===== config.mk =====
export PLATFORM = sky130hd
export DESIGN_NAME = sa2_wb_cache
export DESIGN_NICKNAME = d
export VERILOG_FILES = /design/src/rtl/sa2_cache_pkg.sv /design/src/rtl/sa2_cache_way.sv /design/src/rtl/sa2_cache_lru.sv /design/src/rtl/sa2_cache_seq.sv /design/src/rtl/sa2_wb_cache.sv
export SDC_FILE = /design/constraint.sdc
export NUM_CORES = 2
export LEC_CHECK = 0
export CAP_MARGIN = 20
export CORE_MARGIN = 2
export CORE_UTILIZATION = 40
export DETAILED_ROUTE_END_ITERATION = 8
export PLACE_DENSITY = 0.53
export SYNTH_ARGS = -nofsm -noshare
export SYNTH_HDL_FRONTEND = slang
export SYNTH_HIERARCHICAL = 1
export SYNTH_SLANG_ARGS = --single-unit

===== constraint.sdc =====
create_clock -name clk -period 11.75 [get_ports clk]
set_input_delay 1.7625 -clock clk [delete_from_list [all_inputs] [get_ports clk]]
set_output_delay 1.7625 -clock clk [all_outputs]
set_load 0.1 [all_outputs]

===== src/rtl/sa2_cache_pkg.sv =====
package sa2_cache_pkg;
  typedef enum logic [1:0] {
    ST_IDLE = 2'd0,
    ST_WBACK = 2'd1,
    ST_FILL = 2'd2
  } seq_state_t;
endpackage


===== src/rtl/sa2_cache_way.sv =====
module sa2_cache_way #(
  parameter int DATA_W = 32,
  parameter int SETS   = 4,
  parameter int WORDS  = 4,
  parameter int TAG_W  = 4,
  localparam int IDX_W = $clog2(SETS),
  localparam int OFF_W = $clog2(WORDS)
) (
  input  logic              clk,
  input  logic              rst_n,
  input  logic [IDX_W-1:0]  rd_idx,
  input  logic [OFF_W-1:0]  rd_off,
  input  logic [TAG_W-1:0]  cmp_tag,
  output logic              way_hit,
  output logic [DATA_W-1:0] way_word,
  output logic [TAG_W-1:0]  way_tag,
  output logic              way_valid,
  output logic              way_dirty,
  input  logic [IDX_W-1:0]  wb_idx,
  input  logic [OFF_W-1:0]  wb_off,
  output logic [DATA_W-1:0] wb_word,
  input  logic              cpu_wr,
  input  logic [DATA_W-1:0] cpu_wdata,
  input  logic              fill_wr,
  input  logic              fill_done,
  input  logic [TAG_W-1:0]  fill_tag,
  input  logic [DATA_W-1:0] fill_data
);
  logic [DATA_W-1:0] data_q [SETS][WORDS];
  logic [TAG_W-1:0]  tag_q  [SETS];
  logic [SETS-1:0]   valid_q;
  logic [SETS-1:0]   dirty_q;

  assign way_tag   = tag_q[rd_idx];
  assign way_valid = valid_q[rd_idx];
  assign way_dirty = dirty_q[rd_idx];
  assign way_hit   = valid_q[rd_idx] && (tag_q[rd_idx] == cmp_tag);
  assign way_word  = data_q[rd_idx][rd_off];
  assign wb_word   = data_q[wb_idx][wb_off];

  always_ff @(posedge clk) begin
    if (fill_wr) data_q[wb_idx][wb_off] <= fill_data;
    else if (cpu_wr) data_q[rd_idx][rd_off] <= cpu_wdata;
    if (fill_done) tag_q[wb_idx] <= fill_tag;
  end

  always_ff @(posedge clk or negedge rst_n) begin
    if (!rst_n) begin
      valid_q <= '0;
      dirty_q <= '0;
    end else if (fill_done) begin
      valid_q[wb_idx] <= 1'b1;
      dirty_q[wb_idx] <= 1'b0;
    end else if (cpu_wr) begin
      dirty_q[rd_idx] <= 1'b1;
    end
  end

  p_write_marks_dirty_r6: assert property (@(posedge clk) disable iff (!rst_n)
    cpu_wr |=> dirty_q[$past(rd_idx)]);
  p_fill_validates_r3: assert property (@(posedge clk) disable iff (!rst_n)
    fill_done |=> (valid_q[$past(wb_idx)] && !dirty_q[$past(wb_idx)]));
endmodule


===== src/rtl/sa2_cache_lru.sv =====
module sa2_cache_lru #(
  parameter int SETS = 4,
  localparam int IDX_W = $clog2(SETS)
) (
  input  logic             clk,
  input  logic             rst_n,
  input  logic [IDX_W-1:0] look_idx,
  output logic             victim_way,
  input  logic             touch_en,
  input  logic [IDX_W-1:0] touch_idx,
  input  logic             touch_way
);
  logic [SETS-1:0] lru_q;

  assign victim_way = lru_q[look_idx];

  always_ff @(posedge clk or negedge rst_n) begin
    if (!rst_n) lru_q <= '0;
    else if (touch_en) lru_q[touch_idx] <= ~touch_way;
  end

  p_lru_points_away_r5: assert property (@(posedge clk) disable iff (!rst_n)
    touch_en |=> (lru_q[$past(touch_idx)] != $past(touch_way)));
endmodule


===== src/rtl/sa2_cache_seq.sv =====
module sa2_cache_seq
  import sa2_cache_pkg::*;
#(
  parameter int SETS  = 4,
  parameter int WORDS = 4,
  parameter int TAG_W = 4,
  localparam int IDX_W = $clog2(SETS),
  localparam int OFF_W = $clog2(WORDS),
  localparam int ADDR_W = TAG_W + IDX_W + OFF_W
) (
  input  logic              clk,
  input  logic              rst_n,
  input  logic              req_valid,
  input  logic [IDX_W-1:0]  req_idx,
  input  logic [TAG_W-1:0]  req_tag,
  input  logic              any_hit,
  input  logic              lru_way,
  input  logic [TAG_W-1:0]  victim_tag,
  input  logic              victim_dirty,
  input  logic              mem_ack,
  output logic              idle,
  output logic              miss_start,
  output logic              fill_wr,
  output logic              fill_done,
  output logic              vic_way,
  output logic [IDX_W-1:0]  line_idx,
  output logic [OFF_W-1:0]  beat,
  output logic [TAG_W-1:0]  line_tag,
  output logic              mem_req,
  output logic              mem_we,
  output logic [ADDR_W-1:0] mem_addr
);
  localparam logic [OFF_W-1:0] LAST_BEAT = OFF_W'(WORDS - 1);

  seq_state_t st_q;
  logic [TAG_W-1:0] vtag_q;
  logic             wb_done;

  function automatic logic [ADDR_W-1:0] f_beat_addr(input logic [TAG_W-1:0] t,
      input logic [IDX_W-1:0] i, input logic [OFF_W-1:0] o);
    return {t, i, o};
  endfunction

  assign idle       = (st_q == ST_IDLE);
  assign miss_start = idle && req_valid && !any_hit;
  assign fill_wr    = (st_q == ST_FILL) && mem_ack;
  assign fill_done  = fill_wr && (beat == LAST_BEAT);
  assign wb_done    = (st_q == ST_WBACK) && mem_ack && (beat == LAST_BEAT);
  assign mem_req    = !idle;
  assign mem_we     = (st_q == ST_WBACK);
  assign mem_addr   = f_beat_addr(mem_we ? vtag_q : line_tag, line_idx, beat);

  always_ff @(posedge clk or negedge rst_n) begin
    if (!rst_n) begin
      st_q     <= ST_IDLE;
      beat     <= '0;
      vic_way  <= 1'b0;
      line_idx <= '0;
      line_tag <= '0;
      vtag_q   <= '0;
    end else begin
      case (st_q)
        ST_IDLE: if (miss_start) begin
          line_idx <= req_idx;
          line_tag <= req_tag;
          vic_way  <= lru_way;
          vtag_q   <= victim_tag;
          beat     <= '0;
          st_q     <= victim_dirty ? ST_WBACK : ST_FILL;
        end
        ST_WBACK: if (mem_ack) begin
          beat <= beat + 1'b1;
          if (beat == LAST_BEAT) st_q <= ST_FILL;
        end
        ST_FILL: if (mem_ack) begin
          beat <= beat + 1'b1;
          if (beat == LAST_BEAT) st_q <= ST_IDLE;
        end
        default: st_q <= ST_IDLE;
      endcase
    end
  end

  p_wback_then_fill_r7: assert property (@(posedge clk) disable iff (!rst_n)
    wb_done |=> (st_q == ST_FILL && beat == '0));
  p_clean_victim_skips_r8: assert property (@(posedge clk) disable iff (!rst_n)
    (miss_start && !victim_dirty) |=> (st_q == ST_FILL && !mem_we));
  p_hold_beat_r11: assert property (@(posedge clk) disable iff (!rst_n)
    (mem_req && !mem_ack) |=> (mem_req && $stable(mem_addr) && $stable(mem_we)));
  p_fill_ends_idle_r3: assert property (@(posedge clk) disable iff (!rst_n)
    fill_done |=> idle);
endmodule


===== src/rtl/sa2_wb_cache.sv =====
module sa2_wb_cache #(
  parameter int ADDR_W = 8,
  parameter int DATA_W = 32,
  parameter int SETS   = 4,
  parameter int WORDS  = 4
) (
  input  logic              clk,
  input  logic              rst_n,
  input  logic              req_valid,
  input  logic              req_we,
  input  logic [ADDR_W-1:0] req_addr,
  input  logic [DATA_W-1:0] req_wdata,
  output logic [DATA_W-1:0] rsp_rdata,
  output logic              busy,
  output logic              mem_req,
  output logic              mem_we,
  output logic [ADDR_W-1:0] mem_addr,
  output logic [DATA_W-1:0] mem_wdata,
  input  logic [DATA_W-1:0] mem_rdata,
  input  logic              mem_ack
);
  localparam int WAYS  = 2;
  localparam int OFF_W = $clog2(WORDS);
  localparam int IDX_W = $clog2(SETS);
  localparam int TAG_W = ADDR_W - IDX_W - OFF_W;

  function automatic logic [OFF_W-1:0] f_off(input logic [ADDR_W-1:0] a);
    return a[OFF_W-1:0];
  endfunction
  function automatic logic [IDX_W-1:0] f_idx(input logic [ADDR_W-1:0] a);
    return a[OFF_W +: IDX_W];
  endfunction
  function automatic logic [TAG_W-1:0] f_tag(input logic [ADDR_W-1:0] a);
    return a[ADDR_W-1 -: TAG_W];
  endfunction

  logic [WAYS-1:0]   way_hit, way_valid, way_dirty;
  logic [DATA_W-1:0] way_word [WAYS];
  logic [DATA_W-1:0] wb_word  [WAYS];
  logic [TAG_W-1:0]  way_tag  [WAYS];
  logic              any_hit, hit_way, lru_way, idle, miss_start;
  logic              fill_wr, fill_done, vic_way, accept_hit;
  logic [IDX_W-1:0]  line_idx;
  logic [OFF_W-1:0]  beat;
  logic [TAG_W-1:0]  line_tag;

  assign any_hit    = |way_hit;
  assign hit_way    = way_hit[1];
  assign accept_hit = idle && req_valid && any_hit;
  assign busy       = req_valid && !accept_hit;
  assign rsp_rdata  = way_word[hit_way];
  assign mem_wdata  = wb_word[vic_way];

  for (genvar w = 0; w < WAYS; w++) begin : g_way
    sa2_cache_way #(.DATA_W(DATA_W), .SETS(SETS), .WORDS(WORDS), .TAG_W(TAG_W)) u_way (
      .clk       (clk),
      .rst_n     (rst_n),
      .rd_idx    (f_idx(req_addr)),
      .rd_off    (f_off(req_addr)),
      .cmp_tag   (f_tag(req_addr)),
      .way_hit   (way_hit[w]),
      .way_word  (way_word[w]),
      .way_tag   (way_tag[w]),
      .way_valid (way_valid[w]),
      .way_dirty (way_dirty[w]),
      .wb_idx    (line_idx),
      .wb_off    (beat),
      .wb_word   (wb_word[w]),
      .cpu_wr    (accept_hit && req_we && way_hit[w]),
      .cpu_wdata (req_wdata),
      .fill_wr   (fill_wr && (vic_way == 1'(w))),
      .fill_done (fill_done && (vic_way == 1'(w))),
      .fill_tag  (line_tag),
      .fill_data (mem_rdata)
    );
  end

  sa2_cache_lru #(.SETS(SETS)) u_lru (
    .clk        (clk),
    .rst_n      (rst_n),
    .look_idx   (f_idx(req_addr)),
    .victim_way (lru_way),
    .touch_en   (accept_hit || fill_done),
    .touch_idx  (fill_done ? line_idx : f_idx(req_addr)),
    .touch_way  (fill_done ? vic_way : hit_way)
  );

  sa2_cache_seq #(.SETS(SETS), .WORDS(WORDS), .TAG_W(TAG_W)) u_seq (
    .clk          (clk),
    .rst_n        (rst_n),
    .req_valid    (req_valid),
    .req_idx      (f_idx(req_addr)),
    .req_tag      (f_tag(req_addr)),
    .any_hit      (any_hit),
    .lru_way      (lru_way),
    .victim_tag   (way_tag[lru_way]),
    .victim_dirty (way_valid[lru_way] && way_dirty[lru_way]),
    .mem_ack      (mem_ack),
    .idle         (idle),
    .miss_start   (miss_start),
    .fill_wr      (fill_wr),
    .fill_done    (fill_done),
    .vic_way      (vic_way),
    .line_idx     (line_idx),
    .beat         (beat),
    .line_tag     (line_tag),
    .mem_req      (mem_req),
    .mem_we       (mem_we),
    .mem_addr     (mem_addr)
  );

  p_single_hit_r2: assert property (@(posedge clk) disable iff (!rst_n)
    $onehot0(way_hit));
  p_miss_stalls_r3: assert property (@(posedge clk) disable iff (!rst_n)
    miss_start |=> !idle);
  p_write_hit_quiet_r6: assert property (@(posedge clk) disable iff (!rst_n)
    (accept_hit && req_we) |-> !mem_req);
endmodule


-- After elaboration in Yosys (flattened, before gate mapping)
Memories as Yosys holds them, arrays and structs flattened.
Index checks and enable logic that the tools add are counted.
- add/subtract/negate cells: 1
- magnitude comparators: 14
- equal/unequal tests: 11
- muxes and demuxes: 83
- bitwise logic cells: 14
- reductions and logical operators: 36
- operators by type and width (operator ; count):
    $mux 128 ; 8
    $mux 32 ; 16
    $bmux 32 s2 ; 4
    $reduce_or 128->1 ; 2
    $demux 32 s2 ; 2
    $mux 4 ; 8
    $mux 1 ; 23
    $mux 2 ; 11
    $logic_and 1x1->1 ; 21
    $or 4x4->4 ; 4
    $bmux 1 s2 ; 5
    $ne 2x2->1 const B ; 5
    $lt 2x3->1 const B ; 3
    $and 4x4->4 ; 2
    $eq 4x4->1 ; 2
    $demux 1 s2 ; 3
    $ge 2x1->1 const B ; 3
    $ge 2x2->1 const B ; 3
    $ge 3x3->1 const B ; 2
    $lt 3x1->1 const B ; 2
    $not 1->2 ; 3
    $not 2->3 ; 2
    $pmux 2 s3 ; 1
    $reduce_bool 2->1 ; 3
    16 further kinds ; 21
- flip-flop bits (word level): 35
- bits in writable memories: 1056
- input port bits: 77
- output and inout port bits: 75
- word-level logic and storage cells: 174
- memories kept: 4
- memories (name ; depth ; width ; rd ports ; clocked after memory_dff ; wr ports ; line ; text):
    g_way[0].u_way.data_q ; 4 ; 128 ; 2 ; 0 ; 1 ; sa2_cache_way.sv:29 ; logic [DATA_W-1:0] data_q [SETS][WORDS];
    g_way[1].u_way.data_q ; 4 ; 128 ; 2 ; 0 ; 1 ; sa2_cache_way.sv:29 ;
    g_way[0].u_way.tag_q ; 4 ; 4 ; 1 ; 0 ; 1 ; sa2_cache_way.sv:30 ; logic [TAG_W-1:0] tag_q [SETS];
    g_way[1].u_way.tag_q ; 4 ; 4 ; 1 ; 0 ; 1 ; sa2_cache_way.sv:30 ;

-- Logic depth before layout (Yosys ltp)
- depth after elaboration: 12
- depth in mapped cells: 14
- mapped depth without buffers: 9

-- Modules after synthesis
The synthesis kept the hierarchy.
- modules (own cells, without submodules) (module ; instances ; cells each ; area an instance (um^2) ; seq. area each (um^2)):
    sa2_cache_way (g_way[1].u_way) ; 1 ; 1040 ; 24554.8 ; 16055.4
    sa2_cache_way (g_way[0].u_way) ; 1 ; 1040 ; 24549.8 ; 16055.4
    sa2_wb_cache ; 1 ; 91 ; 978.4 ; 0.0
    sa2_cache_seq ; 1 ; 72 ; 857.1 ; 375.4
    sa2_cache_lru ; 1 ; 16 ; 206.4 ; 100.1

-- Worst setup path after synthesis
No wires, ideal clock.
- path kind: input-to-output
- from: input port req_addr[2]
- to: output port busy
- arrival time: 5.634 ns
- required time: 9.988 ns
- setup slack: 4.354 ns
- stages on the path: 9
- buffers on the path: 3
- cells stage by stage: clkbuf_1 buf_2 mux4_2 xnor2_1 nand3_1 nor3_1 buf_6 or2_4 a21boi_0
- RTL lines (what ; line ; text):
    start, declared ; sa2_wb_cache.sv:11 ; input logic [ADDR_W-1:0] req_addr,
    end, declared ; sa2_wb_cache.sv:14 ; output logic busy,

==> results.txt <==
Clk pwr share = 28.9%
layout cells sized above 1 = 43.4%
Syn Nets = 2342
CTS Buffer Depth = 3
fin. max-slew vios = 0
setup bufs post-CTS = 0
Hold Path Stages = 1
worst r2r path cells = 11
skew final = 0.0449 ns
via count = 26693
Worst VDD drop = 0.000482 V
max_cap viols = 0
RSZ-0062 raised after global routing = no
CTS Buf Count = 118
worst-margin pin slew = 1.19 ns
GPL Wtd Cong = 0.773
clock-pin transition on the worst setup and hold timing paths = 0.06 ns
Crit. Startpoint = req_addr[2]
Yosys warnings = 6
Mapped Area = 0.0511 mm2
Hold EP = g_way[1].u_way/valid_q[2]
Skew-Pair Late Insertion Delay = 0.73 ns
Fillers = 10462
Worst Setup Start Kind = primary input
pin count of the biggest net entering global routing = 142
# hold bufs at CTS = 0
final setup margin = 3.59 ns
min Tclk post-route = 8.16 ns
DRT Pass-1 Iters = 6
Power Density = 229 mW/mm2
Psw = 4.79 mW
critical path peak fanout = 83
CTS sink count = 1091
clock root buffer = clkbuf_16
syn avg cell area = 22.6 um2
most common cell after layout, fill and taps aside = edfxtp_1
Final period util = 69.4%
Initial DRC Count = 2697
first-pass GRT wire length = 217000 um
die area = 0.131 mm2
Chip Width = 362 um
Port-buffer cells = 151
Placed Area = 0.0545 mm2
switching part of the total power = 35.7%
initial antenna violation count = 10
Detail Route Antenna Nets = 0
Total Routed Length = 154000 um
Placed Cells = 3953
part of the power in registers = 34.9%
setup TNS = 0 ns
drt via density = 6.38
P_int = 8.63 mW
run status = finished clean
Post-Syn Instances = 2258
worst path required time = 9.99 ns
# DRC = 0
Post-CTS Resized = 0
final hold violations = 0
worst hold margin = 0.468 ns
final setup violation count = 0
f_max = 123 MHz
Crit path arrival time = 6.40 ns
vias in the first global route = 27606
Worst R2R Setup Slack = 5.96 ns
Comb power frac = 36.2%
CTS tree = built
I/O pin count = 152
finished layout cell area = 0.0586 mm2
Slew HR = 20.6%
reg2reg start = g_way[1].u_way/tag_q[3][1]
CTS H-tree lvls = 3
static leakage = 18.1 nW
Initial Util = 40.2%
final std cells w/o fill = 4183
Post-DP HPWL = 87700 um
gr ovfl total = 0
Total GRT Usage = 23.7%
Setup Crit Path Kind = in -> out
commonest cells after routing, fill and taps aside = edfxtp_1 (1056), mux4_2 (653), mux2_2 (150)
synth-to-layout area growth = 14.5%
Die Y = 362 um
row count = 131
Hold Crit Class = reg -> reg
nets = 2498
Setup WS pre-CTS = 3.54 ns
drt wl/cell = 36.9 um
hold path startpoint = g_way[1].u_way/valid_q[2]
R2R Path End = g_way[1].u_way/data_q[2][25]
Core Area = 0.127 mm2
crit end category = output pin
## layer usage
metal  share of wire [%]  wire length, um  GRT usage, %  vias up
met5               0.025               38             0        -
met4                 1.9             2910          5.11        8
met3                 7.0            10800          4.57      203
li1                    -                -             -    10375
met2                  49            75200          38.5     1095
met1                  42            65200          33.5    15012
## stage by stage
step           utilization (%)  total power, mW
2_1_floorplan                -             8.19
3_3_place_gp              42.8             9.57
3_5_place_dp              42.8             9.63
4_1_cts                   46.0             13.5
5_1_grt                   46.0             13.8
6_report                  46.1             13.4
## worst max-delay path, stage by stage
cell             delay, ns
buf_8                 0.42
buf_4                 0.80
buf_12                0.61
mux4_2                0.60
mux4_2                0.50
mux2_2                0.34
clkdlybuf4s50_1       1.05
## power groups by stage
stage          Clock, mW  Sequential (mW)  Combinational [mW]
2_1_floorplan          0             4.59                3.60
3_3_place_gp           0             4.75                4.82
3_5_place_dp           0             4.76                4.87
4_1_cts             3.96             4.69                4.89
5_1_grt             4.11             4.70                5.02
6_report            3.89             4.68                4.86
## final cells by class
| cell class | count | area [um2] | area share [%] |
|---|---|---|---|
| Tap cell | 1662 | 2080 | 3.55 |
| Multi-Input combinational cell | 975 | 17700 | 30.2 |
| Clock buffer | 139 | 3050 | 5.21 |
| Inverter | 15 | 56.3 | 0.0961 |
| Timing Repair Buffer | 213 | 2060 | 3.51 |
| Clock inverter | 81 | 1000 | 1.72 |
| Sequential cell | 1091 | 32600 | 55.7 |
| Antenna cell | 7 | 17.5 | 0.0299 |
## flip-flops by register name, indices dropped and copies added, names as in the netlist
| register | count |
|---|---|
| u_seq/vtag_q | 4 |
| u_seq/st_q | 2 |
| u_seq/vic_way | 1 |
| u_seq/line_tag | 4 |
| u_lru/lru_q | 4 |
| u_seq/beat | 2 |
| g_way.u_way/valid_q | 8 |
| u_seq/line_idx | 2 |
| g_way.u_way/tag_q | 32 |
| g_way.u_way/dirty_q | 8 |
| g_way.u_way/data_q | 1024 |
## worst max path at each step
stage	end	slack (ns)
after CTS	rsp_rdata[15]	3.53
after detailed placement	rsp_rdata[15]	3.54
after global placement	rsp_rdata[15]	3.54
after global routing	rsp_rdata[20]	3.34
final	rsp_rdata[15]	3.59
after floorplan	busy	4.35
Note: power is estimated with default switching activity, not from simulation.
